$ cat src/rtl/flash_cmd_pkg.sv
// Package: shared types and command codes for the flash command sequencer.
// Assumes byte-wide data; the codes are fixed by the bus protocol.
package flash_cmd_pkg;

    typedef enum logic [1:0] {
        SEQ_IDLE = 2'd0,
        SEQ_KEY1 = 2'd1,
        SEQ_KEY2 = 2'd2
    } seq_state_t;

    localparam logic [7:0] KEY1_DATA = 8'hAA;
    localparam logic [7:0] KEY2_DATA = 8'h55;

    localparam logic [7:0] OP_PREFIX = 8'h80;
    localparam logic [7:0] OP_ERASE  = 8'h10;
    localparam logic [7:0] OP_DP_OFF = 8'h20;
    localparam logic [7:0] OP_LOCK   = 8'h40;
    localparam logic [7:0] OP_ID_IN  = 8'h90;
    localparam logic [7:0] OP_DP_ON  = 8'hA0;
    localparam logic [7:0] OP_ID_OUT = 8'hF0;

    // Decoded effect of a completed command, after the prefix rule.
    typedef struct packed {
        logic erase;
        logic dp_on;
        logic dp_off;
        logic lock_arm;
        logic id_in;
        logic id_out;
    } cmd_hits_t;

endpackage

$ cat src/rtl/fcs_unlock_fsm.sv
// Module: three-write unlock sequencer with prefix flag.
// Tracks the key writes and fires on the command write at KEY1_ADDR.
// Assumes wr_en and rd_en are one-cycle strobes; a write wins over a read.
// hold_i marks a write already taken as a lockout parameter; the FSM ignores it.
module fcs_unlock_fsm
    import flash_cmd_pkg::*;
#(
    parameter int               ADDR_W    = 19,
    parameter logic [ADDR_W-1:0] KEY1_ADDR = ADDR_W'(32'h5555),
    parameter logic [ADDR_W-1:0] KEY2_ADDR = ADDR_W'(32'h2AAA)
) (
    input  logic              clk,
    input  logic              rst_n,
    input  logic              wr_en,
    input  logic              rd_en,
    input  logic [ADDR_W-1:0] addr,
    input  logic [7:0]        wdata,
    input  logic              hold_i,
    output logic              cmd_fire_o,
    output logic              prefixed_o
);

    seq_state_t state_q;
    logic       prefix_q;
    logic       wr_live;
    logic       at_key1;
    logic       at_key2;

    // Purpose: qualify the current write and compare addresses once.
    always_comb begin
        wr_live = wr_en && !hold_i;
        at_key1 = (addr == KEY1_ADDR);
        at_key2 = (addr == KEY2_ADDR);
    end

    // Purpose: flag the write that delivers a command byte.
    always_comb begin
        cmd_fire_o = wr_live && (state_q == SEQ_KEY2) && at_key1;
        prefixed_o = prefix_q;
    end

    // Purpose: advance, abort or complete the unlock sequence.
    always_ff @(posedge clk) begin
        if (!rst_n) begin
            state_q  <= SEQ_IDLE;
            prefix_q <= 1'b0;
        end else if (wr_live) begin
            case (state_q)
                SEQ_IDLE: begin
                    if (at_key1 && wdata == KEY1_DATA) begin
                        state_q <= SEQ_KEY1;
                    end else begin
                        state_q  <= SEQ_IDLE;
                        prefix_q <= 1'b0;
                    end
                end
                SEQ_KEY1: begin
                    if (at_key2 && wdata == KEY2_DATA) begin
                        state_q <= SEQ_KEY2;
                    end else begin
                        state_q  <= SEQ_IDLE;
                        prefix_q <= 1'b0;
                    end
                end
                SEQ_KEY2: begin
                    state_q <= SEQ_IDLE;
                    if (at_key1) begin
                        prefix_q <= (wdata == OP_PREFIX);
                    end else begin
                        prefix_q <= 1'b0;
                    end
                end
                default: begin
                    state_q  <= SEQ_IDLE;
                    prefix_q <= 1'b0;
                end
            endcase
        end else if (rd_en && !wr_en) begin
            state_q  <= SEQ_IDLE;
            prefix_q <= 1'b0;
        end
    end

endmodule

$ cat src/rtl/fcs_cmd_decode.sv
// Module: decodes a completed command byte into effects.
// Applies the prefix rule: erase, data-protect disable and lockout arm
// need the prefix flag. Purely combinational.
module fcs_cmd_decode
    import flash_cmd_pkg::*;
(
    input  logic       cmd_fire_i,
    input  logic       prefixed_i,
    input  logic [7:0] code_i,
    output cmd_hits_t  hits_o
);

    // Purpose: map the command code to its effect for this cycle.
    always_comb begin
        hits_o = '0;
        if (cmd_fire_i) begin
            case (code_i)
                OP_ERASE:  hits_o.erase    = prefixed_i;
                OP_DP_OFF: hits_o.dp_off   = prefixed_i;
                OP_LOCK:   hits_o.lock_arm = prefixed_i;
                OP_DP_ON:  hits_o.dp_on    = 1'b1;
                OP_ID_IN:  hits_o.id_in    = 1'b1;
                OP_ID_OUT: hits_o.id_out   = 1'b1;
                default:   hits_o          = '0;
            endcase
        end
    end

endmodule

$ cat src/rtl/fcs_mode_regs.sv
// Module: mode state and request pulses.
// Holds the ID mode, the lockout flags and the pending lockout parameter,
// and registers one-cycle requests. Assumes one write per wr_en strobe.
// The all-ones address and address 0 are the lockout parameter targets.
module fcs_mode_regs
    import flash_cmd_pkg::*;
#(
    parameter int ADDR_W = 19
) (
    input  logic              clk,
    input  logic              rst_n,
    input  logic              wr_en,
    input  logic [ADDR_W-1:0] addr,
    input  logic [7:0]        wdata,
    input  logic              cmd_fire_i,
    input  cmd_hits_t         hits_i,
    output logic              param_take_o,
    output logic              id_mode_o,
    output logic              lock_lo_o,
    output logic              lock_hi_o,
    output logic              erase_pulse_o,
    output logic              dp_on_req_o,
    output logic              dp_off_req_o,
    output logic              pgm_cancel_o
);

    localparam logic [ADDR_W-1:0] TOP_ADDR = {ADDR_W{1'b1}};
    localparam logic [ADDR_W-1:0] BOT_ADDR = '0;

    logic param_pend_q;
    logic take_lo;
    logic take_hi;
    logic erase_ok;

    // Purpose: recognise a valid lockout parameter write.
    always_comb begin
        take_lo      = wr_en && param_pend_q && (addr == BOT_ADDR) && (wdata == 8'h00);
        take_hi      = wr_en && param_pend_q && (addr == TOP_ADDR) && (wdata == 8'hFF);
        param_take_o = take_lo || take_hi;
        erase_ok     = hits_i.erase && !lock_lo_o && !lock_hi_o;
    end

    // Purpose: pending parameter lives for exactly one following write.
    always_ff @(posedge clk) begin
        if (!rst_n) begin
            param_pend_q <= 1'b0;
        end else if (wr_en) begin
            param_pend_q <= hits_i.lock_arm;
        end
    end

    // Purpose: sticky lockout flags, set only by a parameter write.
    always_ff @(posedge clk) begin
        if (!rst_n) begin
            lock_lo_o <= 1'b0;
            lock_hi_o <= 1'b0;
        end else begin
            if (take_lo) begin
                lock_lo_o <= 1'b1;
            end
            if (take_hi) begin
                lock_hi_o <= 1'b1;
            end
        end
    end

    // Purpose: product-identification mode entry and exit.
    always_ff @(posedge clk) begin
        if (!rst_n) begin
            id_mode_o <= 1'b0;
        end else if (hits_i.id_in) begin
            id_mode_o <= 1'b1;
        end else if (hits_i.id_out) begin
            id_mode_o <= 1'b0;
        end
    end

    // Purpose: one-cycle requests to the array and program engines.
    always_ff @(posedge clk) begin
        if (!rst_n) begin
            erase_pulse_o <= 1'b0;
            dp_on_req_o   <= 1'b0;
            dp_off_req_o  <= 1'b0;
            pgm_cancel_o  <= 1'b0;
        end else begin
            erase_pulse_o <= erase_ok;
            dp_on_req_o   <= hits_i.dp_on;
            dp_off_req_o  <= hits_i.dp_off;
            pgm_cancel_o  <= cmd_fire_i;
        end
    end

endmodule

$ cat src/rtl/fcs_id_map.sv
// Module: product-identification read map, combinational.
// Returns codes only while ID mode is on and 0 otherwise.
// The upper lockout status sits 13 below the all-ones address.
module fcs_id_map #(
    parameter int         ADDR_W   = 19,
    parameter logic [7:0] VENDOR_ID = 8'h1F,
    parameter logic [7:0] DEVICE_ID = 8'hA4
) (
    input  logic              id_mode_i,
    input  logic [ADDR_W-1:0] addr,
    input  logic              lock_lo_i,
    input  logic              lock_hi_i,
    output logic [7:0]        rdata_o
);

    localparam logic [ADDR_W-1:0] TOP_ADDR   = {ADDR_W{1'b1}};
    localparam logic [ADDR_W-1:0] HI_ID_ADDR = TOP_ADDR - ADDR_W'(13);

    // Purpose: select the identification byte for the current address.
    always_comb begin
        rdata_o = 8'h00;
        if (id_mode_i) begin
            if (addr == ADDR_W'(0)) begin
                rdata_o = VENDOR_ID;
            end else if (addr == ADDR_W'(1)) begin
                rdata_o = DEVICE_ID;
            end else if (addr == ADDR_W'(2)) begin
                rdata_o = {7'h7F, lock_lo_i};
            end else if (addr == HI_ID_ADDR) begin
                rdata_o = {7'h7F, lock_hi_i};
            end
        end
    end

endmodule

$ cat src/rtl/flash_cmd_seq.sv
// Module: top of the flash command sequencer.
// Connects the unlock FSM, the command decoder, the mode registers and the
// ID read map. cmd_consumed is combinational so the program buffer can drop
// the byte in the same cycle as the write.
module flash_cmd_seq
    import flash_cmd_pkg::*;
#(
    parameter int               ADDR_W    = 19,
    parameter logic [ADDR_W-1:0] KEY1_ADDR = ADDR_W'(32'h5555),
    parameter logic [ADDR_W-1:0] KEY2_ADDR = ADDR_W'(32'h2AAA),
    parameter logic [7:0]        VENDOR_ID = 8'h1F,
    parameter logic [7:0]        DEVICE_ID = 8'hA4
) (
    input  logic              clk,
    input  logic              rst_n,
    input  logic              wr_en,
    input  logic              rd_en,
    input  logic [ADDR_W-1:0] addr,
    input  logic [7:0]        wdata,
    output logic              cmd_consumed,
    output logic [7:0]        id_rdata,
    output logic              id_mode,
    output logic              lock_lo,
    output logic              lock_hi,
    output logic              erase_pulse,
    output logic              dp_on_req,
    output logic              dp_off_req,
    output logic              pgm_cancel
);

    logic      cmd_fire;
    logic      prefixed;
    logic      param_take;
    cmd_hits_t hits;

    fcs_unlock_fsm #(
        .ADDR_W    (ADDR_W),
        .KEY1_ADDR (KEY1_ADDR),
        .KEY2_ADDR (KEY2_ADDR)
    ) u_fsm (
        .clk        (clk),
        .rst_n      (rst_n),
        .wr_en      (wr_en),
        .rd_en      (rd_en),
        .addr       (addr),
        .wdata      (wdata),
        .hold_i     (param_take),
        .cmd_fire_o (cmd_fire),
        .prefixed_o (prefixed)
    );

    fcs_cmd_decode u_dec (
        .cmd_fire_i (cmd_fire),
        .prefixed_i (prefixed),
        .code_i     (wdata),
        .hits_o     (hits)
    );

    fcs_mode_regs #(
        .ADDR_W (ADDR_W)
    ) u_regs (
        .clk           (clk),
        .rst_n         (rst_n),
        .wr_en         (wr_en),
        .addr          (addr),
        .wdata         (wdata),
        .cmd_fire_i    (cmd_fire),
        .hits_i        (hits),
        .param_take_o  (param_take),
        .id_mode_o     (id_mode),
        .lock_lo_o     (lock_lo),
        .lock_hi_o     (lock_hi),
        .erase_pulse_o (erase_pulse),
        .dp_on_req_o   (dp_on_req),
        .dp_off_req_o  (dp_off_req),
        .pgm_cancel_o  (pgm_cancel)
    );

    fcs_id_map #(
        .ADDR_W    (ADDR_W),
        .VENDOR_ID (VENDOR_ID),
        .DEVICE_ID (DEVICE_ID)
    ) u_id (
        .id_mode_i (id_mode),
        .addr      (addr),
        .lock_lo_i (lock_lo),
        .lock_hi_i (lock_hi),
        .rdata_o   (id_rdata)
    );

    // Purpose: tell the program buffer to drop command and parameter bytes.
    always_comb begin
        cmd_consumed = cmd_fire || param_take;
    end

endmodule

$ cat config.mk
export PLATFORM = sky130hd
export DESIGN_NAME = flash_cmd_seq
export DESIGN_NICKNAME = d
export VERILOG_FILES = /design/src/rtl/flash_cmd_pkg.sv /design/src/rtl/fcs_unlock_fsm.sv /design/src/rtl/fcs_cmd_decode.sv /design/src/rtl/fcs_mode_regs.sv /design/src/rtl/fcs_id_map.sv /design/src/rtl/flash_cmd_seq.sv
export SDC_FILE = /design/constraint.sdc
export NUM_CORES = 1
export LEC_CHECK = 0
export BUFFER_PORTS_ARGS = -buffer_cell sky130_fd_sc_hd__buf_2
export CAP_MARGIN = 0
export CELL_PAD_IN_SITES_DETAIL_PLACEMENT = 1
export CELL_PAD_IN_SITES_GLOBAL_PLACEMENT = 2
export CORE_AREA = 2 2 84 62
export DETAILED_ROUTE_END_ITERATION = 8
export DIE_AREA = 0 0 86 64
export PLACE_DENSITY_LB_ADDON = 0.1
export SLEW_MARGIN = 0
export SYNTH_ARGS = -nofsm -noshare
export SYNTH_HDL_FRONTEND = slang
export SYNTH_HIERARCHICAL = 1
export SYNTH_SLANG_ARGS = --single-unit
$ cat constraint.sdc
create_clock -name clk -period 2.5 [get_ports clk]
set_input_delay 0.5 -clock clk [delete_from_list [all_inputs] [get_ports clk]]
set_output_delay 0.5 -clock clk [all_outputs]
set_load 0.01 [all_outputs]
After elaboration in Yosys (flattened, before gate mapping):

Cells that the tools add are included.

* register bits: 11

* equal/unequal tests: 20
* multiplexer cells: 25
* reductions and logical operators: 27

Operators with widths (count)
* $eq A8 B8 Y1 const B: 6
* $mux W8: 5
* $eq A19 B19 Y1 const B: 2
* $eq A19 B1 Y1 const B: 1
* $eq A19 B14 Y1 const B: 1
* $eq A19 B15 Y1 const B: 1
* $eq A19 B2 Y1 const B: 1
* $logic_not A19 Y1: 1
* $eq A8 B7 Y1 const B: 2
* $mux W1: 14
* $logic_and A1 B1 Y1: 13
* $eq A8 B5 Y1 const B: 1
* $eq A8 B6 Y1 const B: 1
* $logic_not A8 Y1: 1
* $mux W2: 3
* $mux W6: 1
* $ne A3 B3 Y1 const B: 2
* $reduce_and A3 Y1: 2
* $logic_not A1 Y1: 4
* $pmux W2 S2: 1
* $reduce_bool A2 Y1: 2
* $pmux W1 S3: 1
* $eq A2 B1 Y1 const B: 1
* $eq A2 B2 Y1 const B: 1
* other kinds (3): 4

Depth between registers and ports, before layout:

Gate-level depths: netlist of the first run.

* depth after elaboration: 11
* mapped depth: 11
* gate-level depth less buffers: 11

Modules after synthesis:

Netlist of the first run, hierarchy kept.

By module, submodules not included
* fcs_mode_regs: times used 1, cells each 43, area each 384.1 um^2, sequential area each 160.2 um^2
* fcs_unlock_fsm: times used 1, cells each 36, area each 316.6 um^2, sequential area each 60.1 um^2
* fcs_id_map: times used 1, cells each 31, area each 203.9 um^2, sequential area each 0.0 um^2
* fcs_cmd_decode: times used 1, cells each 14, area each 90.1 um^2, sequential area each 0.0 um^2
* flash_cmd_seq: times used 1, cells each 1, area each 6.3 um^2, sequential area each 0.0 um^2

Worst setup path before layout of the first run:

No wires, ideal clock.

* path kind: input to register
* start point: input addr[11]
* end point: register u_regs.erase_pulse_o
* arrival: 2436 ps
* data required time: 2422 ps
* setup slack: -14 ps
* stages on the path: 7
* path buffers: 0
* cells stage by stage: or4b_4 nor4_4 and3_2 or4bb_1 nor4_1 nand2_1 nor3_1

RTL lines
* start: declaration: line flash_cmd_seq.sv:18 `input logic [ADDR_W-1:0] addr,`
* end signal: assignment: line fcs_mode_regs.sv:86 `erase_pulse_o <= erase_ok;`
* end: declaration: line fcs_mode_regs.sv:21 `output logic erase_pulse_o,`

Final worst setup path of the first run:

* start point: input addr[0]
* end point: output cmd_consumed

* cells in the longest elaborated chain, start to end: 9
* elaborated cells on any way between the ends: 13
* those cells by class: 2 x eq/ne; 11 x reduce/logical

Ends and longest elaborated chain
* $eq A19 B19 Y1 or $logic_not A19 Y1 (tied branches): line fcs_mode_regs.sv:38, fcs_mode_regs.sv:37
* $logic_and A1 B1 Y1, on equally long branches (2 in series): line fcs_mode_regs.sv:38, fcs_mode_regs.sv:37
* $logic_or A1 B1 Y1 *: line fcs_mode_regs.sv:39 `param_take_o = take_lo || take_hi;`
* net param_take: line flash_cmd_seq.sv:33 `logic param_take;`
* $logic_not A1 Y1 *: line fcs_unlock_fsm.sv:31 `wr_live = wr_en && !hold_i;`
* $logic_and A1 B1 Y1 *: line fcs_unlock_fsm.sv:31
* $logic_and A1 B1 Y1 * (2 in series): line fcs_unlock_fsm.sv:38 `cmd_fire_o = wr_live && (state_q == SEQ_KEY2) && at_key1;`
* net cmd_fire: line flash_cmd_seq.sv:31 `logic cmd_fire;`
* $logic_or A1 B1 Y1 *: line flash_cmd_seq.sv:93 `cmd_consumed = cmd_fire || param_take;`
* end: declaration: line flash_cmd_seq.sv:20 `output logic cmd_consumed,`

The timed path passes the listed nets; every way through them passes the cells marked *.

==> flow_summary.ini, run 1 <==
[clock_network]
cts.clk_slew.worst_paths_ps = 50
clk_path_buf_depth = 2
clkLatencyLatePin_ps = 240
htreeDepth = 1
cts_tree = built
numCtsBuffers = 3
cts_sinks = 11
root_buffer = clkbuf_8

[floorplan]
io_pins = 47
core-area_sq_um = 4650
core.rowCount = 21
initial_core_util = 0.215
fp.dieH_microns = 64
die_x_microns = 86
dieArea_sq_um = 5500

[outcome]
violations = negative setup slack
status = finished, violations left

[setup_path]
crit_family = simple AND/OR/NAND/NOR gates
cp_common_cell = and3_4
worst-path-buf-inv = 3
reg2regPathDepth = 7
worstSetupEndpointType = primary output
path_depth = 10
required_ps = 2000
crit_arrival_ps = 2140
startpoint_type = primary input
rrSetupSlack_ps = 70
cp_slowest_stage_delay_ps = 260
slowest_stage = nor4_4
critical_path_class = in -> out
critical_path.cell_chain = buf_12 > nor4_4 > and4_1 > nand4_1 > a21oi_2 > inv_1 > and3_4 > and3_4 > or2_1 > buf_2
cp_max_fo = 5

[routing]
viasPerCell = 5.12
firstDrtPassIters = 4
vias = 1413
ant_nets = 0
wire_per_inst_microns = 16.7
routed_wl_mm = 4.61
drt_iter0_drc = 44
drc = 0

[finish]
drive_gt1_frac = 0.557
final_cell_mix = 46 x buf_4, 38 x buf_2, 14 x nand4_1
antennaDiodeCount = 0
final_core_util = 0.401
fillers = 571
nNetsFinal = 251
final_common_cell = buf_4
area_delta_synth_final_pct = 86.1

[timing]
fin_skew_ps = 4.72
finalSetupViolCount = 2
grt_setup_unrepaired = true
timing.fmax_mhz = 378
fin_crit_sh = 1.06
drv_slew = 0
finalHoldViolCount = 0
setup_ws_ps = -144
worst_pin_slew_ps = 421
min_period_ps = 2640
timing.slew.headroom = 0.716

[power_and_ir_drop]
total_power_uw = 521
leakage_uw = 0.000795
ir_drop_v = 0.000156
p_per_area_nw_per_um2 = 280

[job]
max-cap-violations = 0

[global_routing]
grt_max_degree = 14
grt_usage = 0.171
antenna_found_initial = 0
grt_pass1_vias = 1410
overflow = 0
grt_pass1_wl_mm = 7.34

[place]
port_buffers = 46
routabilityCongestion = 0.919
dp_hpwl_mm = 3.72

[synthesis]
syn_area_sq_um = 1000
ys.flop_type = dfxtp_1
synthCells = 125
syn_area_per_cell_sq_um = 8.01
seq_area_frac_synth = 0.220
yosys.cell_types.count = 42
yosys_warnings = 6
synthArstFlopShare = 0
synth_seq_cells = 11
synth_fp_nets = 156
synth-edff-count = 0

[worst_hold_path]
min_delay_path_depth = 1
worstHoldPathType = reg -> reg
## metrics by stage
| step | hold WS, ps | TNS, ps | setup slack (ps) | std cells | cell area [sq um] |
|---|---|---|---|---|---|
| after floorplan | 439 | 0 | 23.2 | 125 | 1010 |
| after global placement | 454 | -777 | -328 | 266 | 1600 |
| after detailed placement | 469 | -741 | -316 | 266 | 1600 |
| after CTS | 470 | -144 | -129 | 273 | 1750 |
| after global routing | 492 | -347 | -220 | 276 | 1860 |
| final | 466 | -166 | -144 | 276 | 1860 |
## cell families (layout without fill, tap and decap cells)
family	after synthesis	in the layout	share of synthesized area
AND/OR/NAND/NOR	90	90	0.613
multiplexers	2	2	0.0200
AO/OA/AOI/OAI	15	15	0.109
flip-flops	11	11	0.220
buffers and inverters	7	101	0.0387
## metal layers
metal  track usage  wire length, microns
met1         0.252                  2350
met2         0.266                  2070
met3        0.0310                   183
met4        0.0179                     9
met5             0                     0
## power breakdown
part | switching [uW] | internal [uW]
Combinational | 81.6 | 81.7
Sequential | 0.0000000698 | 175
Clock | 69.9 | 112
## sequential cells by signal, indices dropped and copies added (netlist names)
name	flops
u_fsm/prefixed_o	1
u_fsm/state_q	2
u_regs/dp_off_req_o	1
u_regs/dp_on_req_o	1
u_regs/erase_pulse_o	1
u_regs/id_mode_o	1
u_regs/lock_hi_o	1
u_regs/lock_lo_o	1
u_regs/param_pend_q	1
u_regs/pgm_cancel_o	1
## final timing paths
check                   start              endpoint
max                   addr[0]          cmd_consumed
min          u_regs/lock_lo_o  u_regs/erase_pulse_o
max reg2reg  u_fsm/state_q[0]  u_regs/erase_pulse_o
min reg2reg  u_regs/lock_lo_o  u_regs/erase_pulse_o
## cells in the mapped netlist, types with 2 or more instances
| cell type | number | area (sq um) |
|---|---|---|
| dfxtp_1 | 11 | 220 |
| nand4b_1 | 4 | 35.0 |
| inv_1 | 3 | 11.3 |
| nand2b_1 | 3 | 18.8 |
| a41o_1 | 2 | 20.0 |
| buf_4 | 3 | 22.5 |
| a21oi_1 | 6 | 30.0 |
| mux2i_1 | 2 | 20.0 |
| and3_2 | 2 | 15.0 |
| nor2b_1 | 2 | 12.5 |
| nor4_1 | 16 | 100 |
| nand4_1 | 14 | 87.6 |
| or4bb_1 | 3 | 33.8 |
| nor3_1 | 9 | 45.0 |
| nand3_1 | 5 | 25.0 |
| nand2_1 | 9 | 33.8 |
| and2_1 | 5 | 31.3 |
| and4_1 | 2 | 17.5 |
## layout make-up
type	count	area, sq um	area share
clock buffers	4	45.0	0.0242
inverters	3	11.3	0.00604
multi-input cells	107	855	0.459
flip-flops and latches	11	220	0.118
well taps	57	71.3	0.0383
repair buffers	94	661	0.355
## repair_timing
item | in CTS | in global routing
resized for setup | 20 | 19
hold buffers | 0 | 0
endpoints found under the setup margin | 3 | 9
gates cloned | 0 | 0
pin swaps | 6 | 7
buffers inserted | 3 | 3
endpoints found under the hold margin | 0 | 0
(Power assumes the default switching activity.)
==> run 2: changes to the inputs <==
--- a/config.mk
+++ b/config.mk
@@ -5,13 +5,14 @@
 export SDC_FILE = /design/constraint.sdc
 export NUM_CORES = 1
 export LEC_CHECK = 0
+export ABC_AREA = 1
 export BUFFER_PORTS_ARGS = -buffer_cell sky130_fd_sc_hd__buf_2
 export CAP_MARGIN = 0
 export CELL_PAD_IN_SITES_DETAIL_PLACEMENT = 1
 export CELL_PAD_IN_SITES_GLOBAL_PLACEMENT = 2
-export CORE_AREA = 2 2 84 62
+export CORE_AREA = 2 2 99 72
 export DETAILED_ROUTE_END_ITERATION = 8
-export DIE_AREA = 0 0 86 64
+export DIE_AREA = 0 0 101 74
 export PLACE_DENSITY_LB_ADDON = 0.1
 export SLEW_MARGIN = 0
 export SYNTH_ARGS = -nofsm -noshare
==> run 2 against run 1 <==
The flow now finishes without violations; largest power group unchanged; flip-flop and latch count is the same; worst hold slack gained 12 ps; clock skew shrank 0.78 ps; final cell count grew 45%; highest routed layer is now met3; count of clock-buffer cells in the layout is the same; non-clock buffer count shrank 39; register-to-register slack gained 480 ps; core utilization shrank 14 points; clock power is essentially flat; via count grew 13%.
==> flow_summary.ini, run 2 <==
[timing]
timing.slew.headroom = 0.811
min_period_ps = 2340
fin_crit_sh = 0.935
fin_skew_ps = 3.93
finalHoldViolCount = 0
finalSetupViolCount = 0
drv_slew = 0
worst_pin_slew_ps = 281
timing.fmax_mhz = 428
setup_ws_ps = 162
fin_tns_setup_ps = 0

[clock_network]
cts.clk_slew.worst_paths_ps = 50
numCtsBuffers = 3
htreeDepth = 1
cts_tree = built
clkLatencyLatePin_ps = 240
cts_sinks = 11
hold_buffers = 0
clk_path_buf_depth = 2
root_buffer = clkbuf_8

[finish]
multiInputGateArea_sq_um = 883
area_delta_synth_final_pct = 34.1
largest_reg_flops = 2
drive_gt1_frac = 0.241
design_area_sq_um = 1720
fillers = 906
nNetsFinal = 352
regArea_sq_um = 220
antennaDiodeCount = 0
final_cell_mix = 81 x nor2_1, 73 x nand2_1, 46 x inv_1, 46 x buf_2, 13 x nand3_1
final_common_cell = nor2_1
top_register = u_fsm/state_q

[place]
place_area_sq_um = 1650
place_worst_setup_slack_ps = 33.7
routabilityCongestion = 0.840
port_buffers = 46
dp_hpwl_mm = 4.19

[synthesis]
yosys.cell_types.count = 16
ys.flop_type = dfxtp_1
synth_area_leader_cell = nor2_1
synthArstFlopShare = 0
yosys_warnings = 6
seq_area_frac_synth = 0.172
yosysMostFrequentCell = nor2_1
synth_fp_nets = 295
synthCells = 264
synthTopCellsByArea = nor2_1 24%, nand2_1 22%, dfxtp_1 17%
synth-edff-count = 0
synth_seq_cells = 11
synth_common_cells = 83 x nor2_1, 74 x nand2_1, 46 x inv_1
syn_area_sq_um = 1280
netlist.area_leader.share = 0.243
syn_area_per_cell_sq_um = 4.86

[routing]
vias = 1595
drt_iter0_drc = 32
drc = 0
ant_nets = 0
routed_wl_mm = 4.85
wire_per_inst_microns = 12.1
firstDrtPassIters = 4
viasPerCell = 3.98

[global_routing]
antenna_found_initial = 0
overflow = 0
grt_pass1_vias = 1570
grt_pass1_wl_mm = 7.96
grt_usage = 0.134
grt_max_degree = 9

[floorplan]
die_x_microns = 101
fp.dieH_microns = 74
dieArea_sq_um = 7470
core-area_sq_um = 6570
io_pins = 47
initial_core_util = 0.195
core.rowCount = 25

[setup_path]
required_ps = 2000
cp-startpoint = addr[14]
critical_path.cell_chain = buf_2 > nand2_1 > nor2_1 > nand2_1 > nor2_1 > nand2_1 > o21ai_2 > inv_1 > nand2_2 > nor3_2 > and3_1 > inv_1 > nand2_1 > buf_2
crit_arrival_ps = 1840
reg2regPathDepth = 18
cp_slowest_stage_delay_ps = 190
worstSetupEndpointType = primary output
r2r-start = u_regs/param_pend_q
cp_max_fo = 6
critical_path_class = in -> out
cp_common_cell = nand2_1
slowest_stage = and3_1
r2r_end = u_regs/id_mode_o
rrSetupSlack_ps = 550
startpoint_type = primary input

[power_and_ir_drop]
ir_drop_v = 0.000133
total_power_uw = 484
p_per_area_nw_per_um2 = 281
leakage_uw = 0.000916

[worst_hold_path]
hp-start = u_regs/lock_hi_o
worstHoldPathType = reg -> reg
min_delay_path_depth = 1
min_to = u_regs/erase_pulse_o

[job]
max-cap-violations = 0

[outcome]
status = complete, no violations
==> run 2: cell types whose count changed in the layout (fill, tap and decap cells not counted), sizes merged, moves of 6 or more <==
| cell | change |
|---|---|
| buf | -39 |
| inv | +43 |
| nand2 | +66 |
| nand3 | +11 |
| nand4 | -11 |
| nor2 | +89 |
| nor3 | -6 |
| nor4 | -18 |
==> run 2: report_power, final <==
group	leakage [uW]	switching [uW]	internal, uW
sequential	0.0000889	0.740	177
clock	0.0000228	66.8	112
combinational	0.000805	80.8	46.4
total	0.000916	148	336
==> run 2: per-stage QoR <==
step	hold slack (ps)	util	std cells
after global placement	468	0.251	396
final	478	0.262	401
after detailed placement	479	0.251	396
after global routing	521	0.262	401
after CTS	487	0.258	400
after floorplan	451	-	264
==> run 2: area by class of cell <==
type	count	area share
Multi-Input combinational cell	204	0.513
Timing Repair Buffer	55	0.173
Sequential cell	11	0.128
Inverter	46	0.100
Tap cell	81	0.0589
Clock buffer	4	0.0262
==> run 2: cell families after synthesis <==
logic type             Yosys count  synth area share
AOI/OAI and AO/OA               10            0.0390
DFF                             11             0.172
buffers and inverters           49             0.152
and+or+nand+nor                194             0.637
==> run 2: per-layer routing <==
layer | share of wire | GRT usage | vias up
met4 | 0 | 0.00901 | 0
met1 | 0.57 | 0.213 | 660
met3 | 0.062 | 0.0226 | 0
met5 | 0 | 0 | -
li1 | - | - | 897
met2 | 0.37 | 0.196 | 38
==> run 2: worst max-delay path: cells and delay by family <==
family	cells	cell delay [ps]
compound gates	1	80
buf+inv	4	440
simple gates	9	820
==> run 2: how the worst max path moves through the flow <==
stage                        end  cells past startpoint  slack [ps]
floorplan           cmd_consumed                     11         490
global placement    cmd_consumed                     13          60
detailed placement  cmd_consumed                     13          30
CTS                 cmd_consumed                     13          30
global route        cmd_consumed                     13         -10
finish              cmd_consumed                     14         160
==> run 2: what timing repair did <==
action | CTS | global route
endpoints found under the hold margin | 0 | 0
resized for setup | 0 | 6
endpoints found under the setup margin | 0 | 2
setup buffers | 0 | 1
==> run 3: changes to the inputs <==
--- a/config.mk
+++ b/config.mk
@@ -13,6 +13,7 @@
 export CORE_AREA = 2 2 99 72
 export DETAILED_ROUTE_END_ITERATION = 8
 export DIE_AREA = 0 0 101 74
+export MAX_ROUTING_LAYER = met4
 export PLACE_DENSITY_LB_ADDON = 0.1
 export SLEW_MARGIN = 0
 export SYNTH_ARGS = -nofsm -noshare
==> run 3 against run 2 <==
Clock power is essentially flat; worst hold slack is essentially flat; final area is the same; worst setup slack is essentially flat; clock skew is essentially flat; final cell count is the same; core utilization is the same; die area is the same; critical endpoint unchanged; largest cell class unchanged; highest routed layer unchanged.
==> flow_summary.ini, run 3 (synthesis results as in run 2) <==
[floorplan]
core-area_sq_um = 6570
initial_core_util = 0.195
fp.dieH_microns = 74
dieArea_sq_um = 7470
core.rowCount = 25
io_pins = 47
die_x_microns = 101

[timing]
min_period_ps = 2340
holdWs_ps = 478
worst_pin_slew_ps = 281
fin_skew_ps = 3.91
timing.fmax_mhz = 428
setup_ws_ps = 161
finalHoldViolCount = 0
finalSetupViolCount = 0
drv_slew = 0
timing.slew.headroom = 0.811
fin_crit_sh = 0.935

[global_routing]
grt_pass1_wl_mm = 7.96
grt_pass1_vias = 1572
grt_use_met3 = 0.0197
grt_max_degree = 9
grt_usage = 0.138
overflow = 0
busiest_layer = met1
met1_usage = 0.215
met2_usage = 0.196
antenna_found_initial = 0

[place]
port_buffers = 46
place_worst_setup_slack_ps = 33.7
place_inst = 396
routabilityCongestion = 0.853
dp_hpwl_mm = 4.19

[setup_path]
rrSetupSlack_ps = 550
crit_arrival_ps = 1840
r2r_end = u_regs/id_mode_o
cp_slowest_stage_delay_ps = 190
cp_common_cell = nand2_1
r2r-start = u_regs/param_pend_q
critical_path.cell_chain = buf_2 > nand2_1 > nor2_1 > nand2_1 > nor2_1 > nand2_1 > o21ai_2 > inv_1 > nand2_2 > nor3_2 > and3_1 > inv_1 > nand2_1 > buf_2
critical_path_class = in -> out
reg2regPathDepth = 18
cp_max_fo = 6
slowest_stage = and3_1
worstSetupEndpointType = primary output
required_ps = 2000
startpoint_type = primary input

[clock_network]
numCtsBuffers = 3
cts_tree = built
cts_sinks = 11
htreeDepth = 1
clk_path_buf_depth = 2
root_buffer = clkbuf_8
clkLatencyLatePin_ps = 240
cts.clk_slew.worst_paths_ps = 50

[finish]
area_delta_synth_final_pct = 34.1
final_core_util = 0.262
largest_reg_flops = 2
drive_gt1_frac = 0.241
final_cell_mix = 81 x nor2_1, 73 x nand2_1, 46 x inv_1, 46 x buf_2, 13 x nand3_1
antennaDiodeCount = 0
top_register = u_fsm/state_q
fin_cells = 401
nNetsFinal = 352
regArea_sq_um = 220
multiInputGateArea_sq_um = 883
final_common_cell = nor2_1
fillers = 906

[job]
max-cap-violations = 0

[worst_hold_path]
worstHoldPathType = reg -> reg
min_delay_path_depth = 1
hp-start = u_regs/lock_hi_o
min_to = u_regs/erase_pulse_o

[routing]
ant_nets = 0
viasPerCell = 3.99
wire_per_inst_microns = 12.1
drc = 0
routed_wl_mm = 4.85
drt_iter0_drc = 32
firstDrtPassIters = 4
vias = 1598

[outcome]
status = complete, no violations

[power_and_ir_drop]
ir_drop_v = 0.000133
leakage_uw = 0.000916
p_per_area_nw_per_um2 = 281
[run 3: cell counts in the layout (fill, tap and decap cells not counted)]
No cell type changed its count.
[run 3: where the power goes]
| group | internal [uW] | leakage, uW | switching [uW] |
|---|---|---|---|
| clock | 112 | 0.0000228 | 66.8 |
| sequential | 177 | 0.0000889 | 0.740 |
| combinational | 46.4 | 0.000805 | 80.6 |
[run 3: through the flow]
stage          cell area (sq um)  TNS, ps  power (uW)
4_1_cts                     1700        0         491
3_3_place_gp                1650        0         310
3_5_place_dp                1650        0         309
5_1_grt                     1720    -12.0         520
6_report                    1720        0         484
2_1_floorplan               1280        0         232
[run 3: layout make-up]
| type | instances | share of cell area |
|---|---|---|
| clock buffers | 4 | 0.0262 |
| multi-input cells | 204 | 0.513 |
| flip-flops and latches | 11 | 0.128 |
| inverters | 46 | 0.100 |
| repair buffers | 55 | 0.173 |
| well taps | 81 | 0.0589 |
[run 3: timing repair]
item | in CTS | in global routing
gates resized for setup | 0 | 6
buffers inserted | 0 | 1
setup endpoints to repair | 0 | 2
hold buffers | 0 | 0
[run 3: worst max path at each step]
stage               startpoint            to  slack (ps)  depth (start not counted)
finish                addr[14]  cmd_consumed         160                         14
global placement      wdata[1]  cmd_consumed          60                         13
detailed placement    addr[14]  cmd_consumed          30                         13
floorplan             addr[18]  cmd_consumed         490                         11
CTS                   addr[14]  cmd_consumed          30                         13
global route          addr[14]  cmd_consumed         -10                         13
[run 3: metal layers]
| layer | share of wire | up-vias |
|---|---|---|
| met3 | 0.060 | 0 |
| met4 | 0 | 0 |
| met5 | 0 | - |
| li1 | - | 897 |
| met2 | 0.37 | 40 |
| met1 | 0.57 | 661 |
[run 3: worst max-delay path, delay by kind of cell]
family	cells	cell delay, ps
buffers and inverters	4	440
AO/OA/AOI/OAI	1	80
AND/OR/NAND/NOR	9	820
